==> config.mk <==
export PLATFORM = sky130hd
export DESIGN_NAME = csr_priv_gate
export DESIGN_NICKNAME = d
export VERILOG_FILES = /design/src/rtl/csr_gate_pkg.sv /design/src/rtl/csr_addr_class.sv /design/src/rtl/csr_access_judge.sv /design/src/rtl/csr_exc_hold.sv /design/src/rtl/csr_priv_gate.sv
export SDC_FILE = /design/constraint.sdc
export NUM_CORES = 1
export LEC_CHECK = 0
export ABC_AREA = 1
export BUFFER_PORTS_ARGS = -buffer_cell sky130_fd_sc_hd__clkbuf_2
export CORE_AREA = 2 2 39 41
export CTS_BUF_LIST = sky130_fd_sc_hd__clkbuf_4 sky130_fd_sc_hd__clkbuf_8
export DETAILED_ROUTE_END_ITERATION = 12
export DIE_AREA = 0 0 41 43
export PLACE_DENSITY = 0.39
export SYNTH_ARGS = -nofsm -noshare
export SYNTH_HDL_FRONTEND = slang
export SYNTH_HIERARCHICAL = 1
export SYNTH_SLANG_ARGS = --single-unit
==> constraint.sdc <==
create_clock -name clk -period 0.8 [get_ports clk]
set_input_delay 0.04 -clock clk [delete_from_list [all_inputs] [get_ports clk]]
set_output_delay 0.04 -clock clk [all_outputs]
set_load 0.05 [all_outputs]
==> src/rtl/csr_gate_pkg.sv <==
// Shared types for the CSR privilege checker.
// Assumes a 2-bit privilege code in which the bits of a lower level are a
// subset of the bits of every level allowed to reach it.
package csr_gate_pkg;
    typedef enum logic [1:0] {
        PRIV_U = 2'b00,
        PRIV_S = 2'b01,
        PRIV_H = 2'b10,
        PRIV_M = 2'b11
    } priv_e;

    localparam int CAUSE_W = 4;
    localparam logic [CAUSE_W-1:0] CAUSE_ILLEGAL = 4'd2;

    typedef struct packed {
        priv_e need;     // minimum level encoded in the address
        logic  ro;       // register refuses writes
        logic  dbg_only; // register lives in the debug window
    } csr_class_t;
endpackage

==> src/rtl/csr_addr_class.sv <==
// Decodes a CSR address into its access class: the level it requires,
// whether it is read-only and whether it is debug-only.
// Assumes ADDR_W >= DBG_TAG_W and ADDR_W >= 4.
module csr_addr_class
    import csr_gate_pkg::*;
#(
    parameter int ADDR_W    = 12,
    parameter int DBG_TAG_W = 8,
    parameter logic [DBG_TAG_W-1:0] DBG_TAG = 8'h7B
) (
    input  logic [ADDR_W-1:0] addr_i,
    output csr_class_t        cls_o
);
    localparam int LVL_LSB = ADDR_W - 4;
    localparam int RO_LSB  = ADDR_W - 2;

    // Pure field extraction from the address.
    always_comb begin
        cls_o.need     = priv_e'(addr_i[LVL_LSB +: 2]);
        cls_o.ro       = &addr_i[RO_LSB +: 2];
        cls_o.dbg_only = (addr_i[ADDR_W-1 -: DBG_TAG_W] == DBG_TAG);
    end
endmodule

==> src/rtl/csr_access_judge.sv <==
// Combines a decoded class with the hart state and the strobes.
// Produces a same-cycle grant and a fault indication.
// Assumes the strobes are already qualified by a valid instruction.
module csr_access_judge
    import csr_gate_pkg::*;
(
    input  csr_class_t  cls_i,
    input  logic [1:0]  cur_priv_i,
    input  logic        dbg_mode_i,
    input  logic        rd_req_i,
    input  logic        wr_req_i,
    output logic        grant_o,
    output logic        fault_o
);
    logic req;
    logic lvl_short;
    logic dbg_miss;
    logic ro_write;

    // Evaluate each rule independently, then merge; no address is exempt.
    always_comb begin
        req       = rd_req_i | wr_req_i;
        lvl_short = (cur_priv_i & cls_i.need) != cls_i.need;
        dbg_miss  = cls_i.dbg_only & ~dbg_mode_i;
        ro_write  = cls_i.ro & wr_req_i;
        fault_o   = req & (lvl_short | dbg_miss | ro_write);
        grant_o   = req & ~(lvl_short | dbg_miss | ro_write);
    end
endmodule

==> src/rtl/csr_exc_hold.sv <==
// Registers the fault into a one-cycle exception flag with its cause code.
// Assumes a synchronous active-low reset.
module csr_exc_hold
    import csr_gate_pkg::*;
(
    input  logic               clk,
    input  logic               rst_n,
    input  logic               fault_i,
    output logic               valid_o,
    output logic [CAUSE_W-1:0] cause_o
);
    // Capture this cycle's fault for reporting in the next cycle.
    always_ff @(posedge clk) begin
        if (!rst_n) begin
            valid_o <= 1'b0;
            cause_o <= '0;
        end else begin
            valid_o <= fault_i;
            cause_o <= fault_i ? CAUSE_ILLEGAL : '0;
        end
    end

    assert_cause_tag_R8: assert property (@(posedge clk) disable iff (!rst_n)
        valid_o |-> cause_o == CAUSE_ILLEGAL);
    assert_cause_idle_R8: assert property (@(posedge clk) disable iff (!rst_n)
        !valid_o |-> cause_o == '0);
endmodule

==> src/rtl/csr_priv_gate.sv <==
// CSR privilege access checker: grants or refuses each register access.
// A refused access raises an illegal-instruction exception one cycle later.
// Assumes the address, strobes, level and debug flag are stable within a cycle.
module csr_priv_gate
    import csr_gate_pkg::*;
#(
    parameter int ADDR_W = 12
) (
    input  logic               clk,
    input  logic               rst_n,
    input  logic [ADDR_W-1:0]  csr_addr_i,
    input  logic               rd_req_i,
    input  logic               wr_req_i,
    input  logic [1:0]         cur_priv_i,
    input  logic               dbg_mode_i,
    output logic               grant_o,
    output logic               exc_valid_o,
    output logic [CAUSE_W-1:0] exc_cause_o
);
    localparam logic [ADDR_W-1:0] MEPC_ADDR = ADDR_W'(12'h341);

    csr_class_t cls;
    logic       fault;

    csr_addr_class #(.ADDR_W(ADDR_W)) u_class (
        .addr_i (csr_addr_i),
        .cls_o  (cls)
    );

    csr_access_judge u_judge (
        .cls_i      (cls),
        .cur_priv_i (cur_priv_i),
        .dbg_mode_i (dbg_mode_i),
        .rd_req_i   (rd_req_i),
        .wr_req_i   (wr_req_i),
        .grant_o    (grant_o),
        .fault_o    (fault)
    );

    csr_exc_hold u_hold (
        .clk     (clk),
        .rst_n   (rst_n),
        .fault_i (fault),
        .valid_o (exc_valid_o),
        .cause_o (exc_cause_o)
    );

    assert_level_fault_R2: assert property (@(posedge clk) disable iff (!rst_n)
        ((rd_req_i || wr_req_i) &&
         ((cur_priv_i & csr_addr_i[ADDR_W-3 -: 2]) != csr_addr_i[ADDR_W-3 -: 2]))
        |=> exc_valid_o);
    assert_mepc_guard_R3: assert property (@(posedge clk) disable iff (!rst_n)
        ((rd_req_i || wr_req_i) && csr_addr_i == MEPC_ADDR && cur_priv_i != 2'b11)
        |=> exc_valid_o);
    assert_dbg_window_R4: assert property (@(posedge clk) disable iff (!rst_n)
        ((rd_req_i || wr_req_i) && csr_addr_i[ADDR_W-1 -: 8] == 8'h7B && !dbg_mode_i)
        |=> exc_valid_o);
    assert_ro_write_R5: assert property (@(posedge clk) disable iff (!rst_n)
        (wr_req_i && csr_addr_i[ADDR_W-1 -: 2] == 2'b11) |=> exc_valid_o);
    assert_idle_quiet_R6: assert property (@(posedge clk) disable iff (!rst_n)
        (!rd_req_i && !wr_req_i) |-> (!grant_o ##1 !exc_valid_o));
    assert_grant_clean_R7: assert property (@(posedge clk) disable iff (!rst_n)
        grant_o |=> !exc_valid_o);
endmodule

==> metrics.cfg <==
[critical_path]
path_depth=10
path_buf_inv=2
path_max_fanout=2
cpMostUsedCell=nor2_1
crit_end=u_hold/cause_o[1]$_SDFF_PN0_
crit_chain=buf_6, nor2_2, nand2_1, nor2_1, nand2_2, nand2_2, nor2_1, nor2_1, nand2_1, inv_1
startpoint_type=input pin
crit_family=simple AND/OR/NAND/NOR gates
worst_ep_required_time_ps=740
endpoint_kind=flip-flop
cp_slowest_cell=nor2_1
worstPathArrival_ps=750
worstSetupPathType=in -> reg
max_stage_delay_ps=120
crit_start=csr_addr_i[6]

[global_routing]
grt_max_degree=3
grt_usage=0.04100
gr-total-overflow=0
grt_pass1_vias=161
grt_pass1_wl_um=565
antenna_found_initial=0

[synthesis]
syn_avg_cell_area_um2=5.255
synth_top_cell_by_area=buf_4
synth_top_cell_area_share=0.2449
synth.cell_area_um2=183.9
synth.yosys.seq_area_share=0.1088
ys_ff_latch=1
netlist-cell-type-count=8
yosys_warnings=6
yosys-top-cells-area=buf_4 24%, nand2_1 20%, inv_1 16%
synthCells=35

[floorplanning]
row_count=14
initial_core_util=0.1329
coreArea_um2=1384
die_x_um=41
die-area_um2=1763
dieHeight_um=43
pin_count=25

[sta]
setup_ws_ps=-12.84
max_freq_ghz=1.230
final_max_slew_viol_count=0
finalSetupViolations=1
hold_viol_final=0
fin_crit_sh=1.016
fin_crit_ps=812.8
rsz0062_at_grt=yes

[pwr]
vdd_drop_max_uv=155.2
leakagePower_nw=0.2051
powerDensity_nw_per_um2=806.7

[routing]
ant_nets=0
drt-pass1-iter-count=1
vias_per_cell=3.246
drc_errors=0
routed_wl_um=352
vias=211
drtIter0Drc=0
wl_per_cell_um=5.415

[cells_and_area]
syn_to_final_growth_pct=74.15
layout.nets=70
antenna_cells=0
regMostFlops=u_hold/cause_o
largest_reg_flops=1
fin_util=0.2315
reg_top3=u_hold/cause_o (1)
final_cells=65
drive_gt1_frac=0.5510

[worst_hold_path]
hp-class=in -> reg

[place]
io_buffer_count=17
placedCellCount=64
post-dp-hpwl_um=350.7
place_congestion=0.5768

[run]
maxCapViolCount=0

[clock_tree]
holdBufCountCts=0
clk_pin_slew_ps=0

[status]
violations=negative setup slack
outcome=finished with violations

[placed cells by master (no fill, tap or decap)]
cell type  count
nor2_2         1
conb_1         3
inv_1          7
buf_6          5
buf_4          1
buf_12         1
nand2_1        8
inv_2          1
nand2_2        5
dfxtp_2        1
clkbuf_2      11
nor2_1         4
nor3_4         1
[layout make-up]
cell class | instances | area (um^2)
sequential | 1 | 21.27
timing repair buffer | 18 | 138.9
tap | 16 | 20.02
fill | 161 | 1064
multi-input combinational | 22 | 110.1
inverter | 8 | 30.03
[through the flow]
step / power [W] / area [um^2] / hold slack, ps / TNS [ps] / setup WS (ps)
finish: 0.0002584 / 320.3 / 228.3 / -12.84 / -12.84
global route: 0.0002737 / 320.3 / 243.4 / -118.4 / -70.10
CTS: 0.0002409 / 281.5 / 227.2 / -31.75 / -25.00
detailed placement: 0.0002368 / 274.0 / 231.7 / -94.17 / -58.78
global placement: 0.0002363 / 274.0 / 230.4 / -79.29 / -41.09
floorplan: 0.0001922 / 198.9 / 137.6 / -16.84 / -16.84
[power by group]
part | switching [W] | leakage [nW] | total (W) | internal [W]
logic | 0.000118 | 0.196 | 0.000202 | 0.0000839
registers | 0.00000133 | 0.00861 | 0.0000564 | 0.0000551
clock network | 0 | 0 | 0 | 0
[cell families after synthesis]
| family | Yosys count | share of synthesized area |
|---|---|---|
| AND/OR/NAND/NOR | 19 | 0.4626 |
| flip-flops | 1 | 0.1088 |
| other | 1 | 0.02039 |
| buffers and inverters | 14 | 0.4082 |
[what timing repair did]
action                     4_1_cts  5_1_grt
gates resized for setup          0       10
pin swaps                        8        8
setup endpoints to repair        2        2
buffers inserted                 1        0
[worst min-delay path by stage]
stage / start / endpoint / cells after the start
floorplan: rst_n / u_hold/cause_o[1]$_SDFF_PN0_ / 2
global placement: rst_n / u_hold/cause_o[1]$_SDFF_PN0_ / 3
detailed placement: rst_n / u_hold/cause_o[1]$_SDFF_PN0_ / 3
CTS: rst_n / u_hold/cause_o[1]$_SDFF_PN0_ / 3
global route: rst_n / u_hold/cause_o[1]$_SDFF_PN0_ / 3
finish: rst_n / u_hold/cause_o[1]$_SDFF_PN0_ / 3
[tightest hold or removal path, stage by stage]
cell and delay [ps]:
clkbuf_2 80, nand2_1 40, inv_1 40
[cell usage after synthesis]
cell	count
nand2_1	10
conb_1	1
nor2_1	5
buf_4	6
nand2_2	3
dfxtp_1	1
nor3_2	1
inv_1	8
[metal layers]
layer / global-route usage / wire length, um / vias to the layer above / part of all wire
met2: 0.07188 / 174 / 13 / 0.49
met3: 0 / 44 / 0 / 0.13
met1: 0.05714 / 133 / 82 / 0.38
li1: - / - / 116 / -
met4: 0 / 0 / 0 / 0
met5: 0 / 0 / - / 0
Power figures use the tool's default switching activity.
